<file path="src/rtl/tx_sched_pkg.sv">
package tx_sched_pkg;
    // Default geometry of the mailbox array
    localparam int unsigned MB_COUNT_DEF  = 32;
    localparam int unsigned PRIO_BITS_DEF = 5;
    localparam int unsigned COMPAT_MB_DEF = 16;

    typedef enum logic {
        PICK_BY_PRIO  = 1'b0,
        PICK_BY_INDEX = 1'b1
    } pick_mode_e;
endpackage

</file>
<file path="src/rtl/tx_cand_mask.sv">
module tx_cand_mask #(
    parameter int unsigned NUM_MB    = 32,
    parameter int unsigned COMPAT_MB = 16
) (
    input  logic              compat,
    input  logic [NUM_MB-1:0] pend,
    input  logic [NUM_MB-1:0] cancel,
    input  logic [NUM_MB-1:0] enable,
    input  logic [NUM_MB-1:0] is_rx,
    output logic [NUM_MB-1:0] elig
);
    // One qualifier per mailbox; upper mailboxes drop out in compatibility mode
    for (genvar gi = 0; gi < NUM_MB; gi++) begin : g_mb
        logic base_ok;
        assign base_ok = pend[gi] & enable[gi] & ~is_rx[gi] & ~cancel[gi];
        if (gi < COMPAT_MB) begin : g_low
            assign elig[gi] = base_ok;
        end else begin : g_high
            assign elig[gi] = base_ok & ~compat;
        end
    end
endmodule

</file>
<file path="src/rtl/tx_prio_pick.sv">
module tx_prio_pick
    import tx_sched_pkg::*;
#(
    parameter int unsigned NUM_MB = 32,
    parameter int unsigned PRIO_W = 5,
    localparam int unsigned IDX_W = $clog2(NUM_MB)
) (
    input  pick_mode_e               mode,
    input  logic [NUM_MB-1:0]        elig,
    input  logic [NUM_MB*PRIO_W-1:0] prio_flat,
    output logic                     found,
    output logic [IDX_W-1:0]         pick
);
    logic [PRIO_W-1:0] best;
    logic [PRIO_W-1:0] key;

    // Ascending scan with >= so that a later (higher) index wins a tie
    always_comb begin
        found = 1'b0;
        pick  = '0;
        best  = '0;
        key   = '0;
        for (int i = 0; i < NUM_MB; i++) begin
            key = (mode == PICK_BY_INDEX) ? '0 : prio_flat[i*PRIO_W +: PRIO_W];
            if (elig[i] && (!found || key >= best)) begin
                found = 1'b1;
                best  = key;
                pick  = IDX_W'(i);
            end
        end
    end
endmodule

</file>
<file path="src/rtl/tx_mbox_sched.sv">
module tx_mbox_sched
    import tx_sched_pkg::*;
#(
    parameter int unsigned NUM_MB    = MB_COUNT_DEF,
    parameter int unsigned PRIO_W    = PRIO_BITS_DEF,
    parameter int unsigned COMPAT_MB = COMPAT_MB_DEF,
    localparam int unsigned IDX_W    = $clog2(NUM_MB)
) (
    input  logic                     clk,
    input  logic                     rst_n,
    input  logic                     compat_mode,
    input  logic [NUM_MB-1:0]        mb_enable,
    input  logic [NUM_MB-1:0]        mb_is_rx,
    input  logic [NUM_MB*PRIO_W-1:0] mb_prio,
    input  logic [NUM_MB-1:0]        sw_req_set,
    input  logic [NUM_MB-1:0]        sw_cancel_set,
    input  logic [NUM_MB-1:0]        sw_tack_clr,
    input  logic [NUM_MB-1:0]        sw_aack_clr,
    input  logic                     eng_bus_idle,
    input  logic                     eng_done,
    input  logic                     eng_abort,
    output logic                     eng_start,
    output logic [IDX_W-1:0]         eng_mb_idx,
    output logic                     eng_cancel,
    output logic [NUM_MB-1:0]        tx_pending,
    output logic [NUM_MB-1:0]        tx_cancel,
    output logic [NUM_MB-1:0]        tx_ack,
    output logic [NUM_MB-1:0]        tx_abort_ack,
    output logic                     abort_irq
);
    typedef struct packed {
        logic              busy;
        logic [IDX_W-1:0]  cur;
        logic              start;
        logic [NUM_MB-1:0] pend;
        logic [NUM_MB-1:0] canc;
        logic [NUM_MB-1:0] tack;
        logic [NUM_MB-1:0] aack;
    } sched_st_t;

    sched_st_t st_d, st_q;

    logic [NUM_MB-1:0] elig;
    logic              pick_found;
    logic [IDX_W-1:0]  pick_idx;
    pick_mode_e        pick_mode;

    assign pick_mode = compat_mode ? PICK_BY_INDEX : PICK_BY_PRIO;

    tx_cand_mask #(.NUM_MB(NUM_MB), .COMPAT_MB(COMPAT_MB)) u_cand (
        .compat (compat_mode),
        .pend   (st_q.pend),
        .cancel (st_q.canc),
        .enable (mb_enable),
        .is_rx  (mb_is_rx),
        .elig   (elig)
    );

    tx_prio_pick #(.NUM_MB(NUM_MB), .PRIO_W(PRIO_W)) u_pick (
        .mode      (pick_mode),
        .elig      (elig),
        .prio_flat (mb_prio),
        .found     (pick_found),
        .pick      (pick_idx)
    );

    logic [NUM_MB-1:0] lock_mask, fin_mask, stray_canc, abort_now;
    logic [NUM_MB-1:0] pend_clr, canc_clr, tack_set, aack_set;

    always_comb begin
        st_d = st_q;

        lock_mask  = st_q.busy ? ({{(NUM_MB-1){1'b0}}, 1'b1} << st_q.cur) : '0;
        fin_mask   = (eng_done || eng_abort) ? lock_mask : '0;
        stray_canc = st_q.canc & ~lock_mask;
        abort_now  = stray_canc & st_q.pend;

        pend_clr = fin_mask | abort_now;
        canc_clr = fin_mask | stray_canc;
        tack_set = eng_done ? lock_mask : '0;
        aack_set = ((!eng_done && eng_abort) ? lock_mask : '0) | abort_now;

        st_d.start = 1'b0;
        if (st_q.busy && (eng_done || eng_abort)) begin
            st_d.busy = 1'b0;
        end else if (!st_q.busy && eng_bus_idle && pick_found) begin
            st_d.busy  = 1'b1;
            st_d.cur   = pick_idx;
            st_d.start = 1'b1;
        end

        // Set wins over a simultaneous clear, for every bitmap
        st_d.pend = (st_q.pend & ~pend_clr)    | sw_req_set;
        st_d.canc = (st_q.canc & ~canc_clr)    | sw_cancel_set;
        st_d.tack = (st_q.tack & ~sw_tack_clr) | tack_set;
        st_d.aack = (st_q.aack & ~sw_aack_clr) | aack_set;
    end

    always_ff @(posedge clk) begin
        if (!rst_n) begin
            st_q <= '0;
        end else begin
            st_q <= st_d;
        end
    end

    assign eng_start    = st_q.start;
    assign eng_mb_idx   = st_q.cur;
    assign eng_cancel   = st_q.busy & st_q.canc[st_q.cur];
    assign tx_pending   = st_q.pend;
    assign tx_cancel    = st_q.canc;
    assign tx_ack       = st_q.tack;
    assign tx_abort_ack = st_q.aack;
    assign abort_irq    = |st_q.aack;

    // ---------------- assertions ----------------
    a_r6_start_single: assert property (@(posedge clk) disable iff (!rst_n)
        eng_start |=> !eng_start);

    a_r6_start_on_idle: assert property (@(posedge clk) disable iff (!rst_n)
        eng_start |-> $past(eng_bus_idle));

    a_r6_lock_hold: assert property (@(posedge clk) disable iff (!rst_n)
        (st_q.busy && !eng_done && !eng_abort) |=> (st_q.busy && $stable(eng_mb_idx)));

    a_r5_compat_range: assert property (@(posedge clk) disable iff (!rst_n)
        eng_start |-> (!$past(compat_mode) || (eng_mb_idx < IDX_W'(COMPAT_MB))));

    a_r7_done_ack: assert property (@(posedge clk) disable iff (!rst_n)
        (st_q.busy && eng_done) |=> (tx_ack[$past(eng_mb_idx)] && !tx_pending[$past(eng_mb_idx)] || $past(sw_req_set[eng_mb_idx])));

    a_r8_abort_ack: assert property (@(posedge clk) disable iff (!rst_n)
        (st_q.busy && eng_abort && !eng_done) |=> (tx_abort_ack[$past(eng_mb_idx)] && abort_irq));

    a_r2_req_set: assert property (@(posedge clk) disable iff (!rst_n)
        (|sw_req_set) |=> ((tx_pending & $past(sw_req_set)) == $past(sw_req_set)));

    a_r10_cancel_set_wins: assert property (@(posedge clk) disable iff (!rst_n)
        (|sw_cancel_set) |=> ((tx_cancel & $past(sw_cancel_set)) == $past(sw_cancel_set)));
endmodule

</file>
<file path="config.mk">
export PLATFORM = sky130hd
export DESIGN_NAME = tx_mbox_sched
export DESIGN_NICKNAME = d
export VERILOG_FILES = /design/src/rtl/tx_sched_pkg.sv /design/src/rtl/tx_cand_mask.sv /design/src/rtl/tx_prio_pick.sv /design/src/rtl/tx_mbox_sched.sv
export SDC_FILE = /design/constraint.sdc
export NUM_CORES = 1
export LEC_CHECK = 0
export BUFFER_PORTS_ARGS = -buffer_cell sky130_fd_sc_hd__buf_2
export CAP_MARGIN = 10
export CORE_MARGIN = 10
export CORE_UTILIZATION = 50
export DETAILED_ROUTE_END_ITERATION = 12
export GPL_ROUTABILITY_DRIVEN = 0
export PLACE_DENSITY = 0.83
export SLEW_MARGIN = 20
export SYNTH_ARGS = -nofsm -noshare
export SYNTH_HDL_FRONTEND = slang
export SYNTH_SLANG_ARGS = --single-unit
</file>
<file path="constraint.sdc">
create_clock -name clk -period 78.7 [get_ports clk]
set_input_delay 11.805 -clock clk [delete_from_list [all_inputs] [get_ports clk]]
set_output_delay 11.805 -clock clk [all_outputs]
set_load 0.05 [all_outputs]
</file>
==> flow_summary.toml <==
[global_routing]
use_met3_pct = 9.04
use_met2_pct = 50.0
antenna_found_initial = 4
gr-total-overflow = 0
met1_usage_pct = 36.8
grt_max_degree = 136
grt_pass1_wl_um = 96300
grt_use_total_pct = 31.1
grt_pass1_vias = 17000
grt.busiest_layer = "met2"

[floorplan]
core_area_sq_um = 29800
start_util_pct = 50.9
ioPinCount = 494
die_area_sq_um = 37700
fp.dieW_um = 194
die_h_um = 194
rows = 63

[synth]
netlist_instances = 2047
yosys.area_share.simple_pct = 29.0
ys_seq_area_share_pct = 17.8
synth_edf_count = 0
synth_seq_cells = 135
synth-compound-area-share_pct = 25.5
yosysTopAreaCellShare_pct = 17.8
synth_area_sq_um = 15200
synth_nets = 2560
synth_xor_area_share_pct = 0
yosys_warnings = 0
async_flop_share_pct = 0
avgSynthCellArea_sq_um = 7.40
ys_types = 89
synthMuxAreaShare_pct = 4.12
synth-adder-area-share_pct = 12.8
synth_ff_type = "dfxtp_1"
yosysTopAreaCell = "dfxtp_1"
synthTopCellsByArea = "dfxtp_1, ha_1, nor2b_1, buf_4, a21oi_1"
synth_top_family_by_area = "simple AND/OR/NAND/NOR gates"

[finish]
syn_to_final_growth_pct = 15.6
fin_area_sq_um = 17500
drive_above_1_share_pct = 26.3
nets = 2865
fillers = 2681

[route]
drt_iter0_markers = 2016
wl_per_cell_um = 22.8
vias = 17300
routed_wl_um = 62900
drc = 0
drt_first_pass_iters = 8
via_per_inst = 6.28
ant_nets = 0

[setup_path]
critical_path.top_delay_family = "compound AO/OA/AOI/OAI gates"
required_ps = 79000
worstPathMaxFanout = 18
cp-start-kind = "input port"
setup.worst_path.class = "input port to flop"
crit_buf_inv = 15
critPathSlowestCell = "o31ai_1"
end_kind = "flop"
cp_slowest_stage_delay_ps = 670
crit_top_cell = "ha_1"
critPathArrivalTime_ps = 67750

[timing]
worst_slew_pin_slew_ps = 1170
tns_ps = 0
finalCriticalPeriod_ps = 67460
fmax_mhz = 14.8
finalSetupViolCount = 0
rsz0062_at_grt = "no"
post-route-period-util_pct = 85.7
fin_worst_skew_ps = 10.5
slew_viol_final = 0
hold_viol_final = 0
relSlewSlack_pct = 20.6
hold_slack_ps = 563

[clocking]
cts_buffers = 17
cts_root_buf = "clkbuf_16"
cts-resized-gates = 0
postCtsHoldBufs = 0
post-cts-setup-buffer-count = 0
clockBufferDepth = 2
clock_latency_ps = 430
cts_max_level = 4
cts_sinks = 135
cts_tree = "yes"
clk_pin_slew_ps = 60

[place]
port_buffers = 493
hpwl_um = 51800
placed_area_sq_um = 16900

[power_and_ir_drop]
p_total_mw = 0.293
powerDensity_nw_per_um2 = 16.7
peakVddDrop_mv = 0.0191
total_leakage_power_nw = 8.10

[run_status]
outcome = "complete, no violations"

[hold_path]
hold_class = "flop to flop"

[run]
maxCapViolCount = 0
path summary, 6_finish.rpt:
check	from	to	slack, ps	depth (start not counted)
hold / removal	tx_pending[26]	tx_pending[26]	560	2
hold reg to reg	tx_pending[26]	tx_pending[26]	560	2
setup reg to reg	tx_cancel[0]	eng_mb_idx[3]	22300	250
setup / recovery	mb_enable[0]	eng_mb_idx[3]	11240	251
metrics by stage:
stage	util (%)	std cells	setup slack [ps]
after floorplan	-	2047	18700
final	58.8	2756	11240
after global routing	58.8	2756	6970
after detailed placement	56.6	2723	11970
after CTS	58.7	2755	12190
after global placement	56.6	2723	14500
flip-flops by register name, summed over array words and instances, names as in the netlist:
name          count
tx_cancel        32
eng_mb_idx        5
tx_abort_ack     32
tx_ack           32
st_q              1
tx_pending       32
eng_start         1
where the power goes:
part	switching [mW]	internal (mW)	total (mW)
combinational	0.0778	0.0517	0.130
clock	0.0316	0.0533	0.0850
sequential	0.00714	0.0716	0.0787
kinds of logic after synthesis:
family | count (synthesis)
multiplexers | 48
AO/OA/AOI/OAI | 611
buffers and inverters | 290
adder cells (fa/ha/maj) | 155
AND/OR/NAND/NOR | 808
flip-flops | 135
cell usage in the layout, fill, tap and decap left out, types with 14 or more instances in the layout:
cell       synthesis  layout
o21a_1            59      59
mux2_2            15      15
inv_1             68      67
o21ai_0          105     104
nor4_1            21      21
nor2b_1          285     285
clkbuf_16          0      17
o221ai_1          18      18
nor2_1           118     117
nor3_1            19      18
or2_2             18      18
a31oi_1           67      67
nand3_1           43      43
mux2i_1           23      23
nand4_1           16      16
dfxtp_1          135     135
ha_1             155     155
and2_1            18      18
a21oi_1          200     200
buf_2             14     491
nand2_1          183     183
nand2b_1          34      34
buf_4            134      14
a21o_1            29      29
Yosys cell counts, drive strengths merged (29+ instances only):
cell type	n
nor2b	286
a21oi	203
nand2	183
buf	157
ha	155
dfxtp	135
nor2	119
o21ai	119
inv	70
a31oi	67
clkbuf	63
o21a	59
nand3	44
nand2b	34
a21o	29
metal layers:
layer | part of all wire (%) | up-vias
met5 | 0.049 | -
li1 | - | 7813
met2 | 45 | 1271
met1 | 38 | 7938
met3 | 12 | 291
met4 | 5.9 | 4
cell type report:
type	count	area, sq um	share of cell area (%)
multi-input combinational	1622	10900	62.0
sequential	135	2700	15.4
timing repair buffer	506	2570	14.7
tap	390	488	2.79
clock buffer	22	484	2.77
inverter	70	263	1.50
clock inverter	10	143	0.815
antenna	1	2.50	0.0143
worst reg2reg max path: cells and delay by family (launching register included):
kind	cells	cell delay, ps
multiplexers	8	2510
buffers and inverters	14	1590
AND/OR/NAND/NOR	62	12860
AO/OA/AOI/OAI	135	30160
adder cells (fa/ha/maj)	31	8800
flip-flops	1	410
No activity file was read; power rests on OpenSTA's default activity.
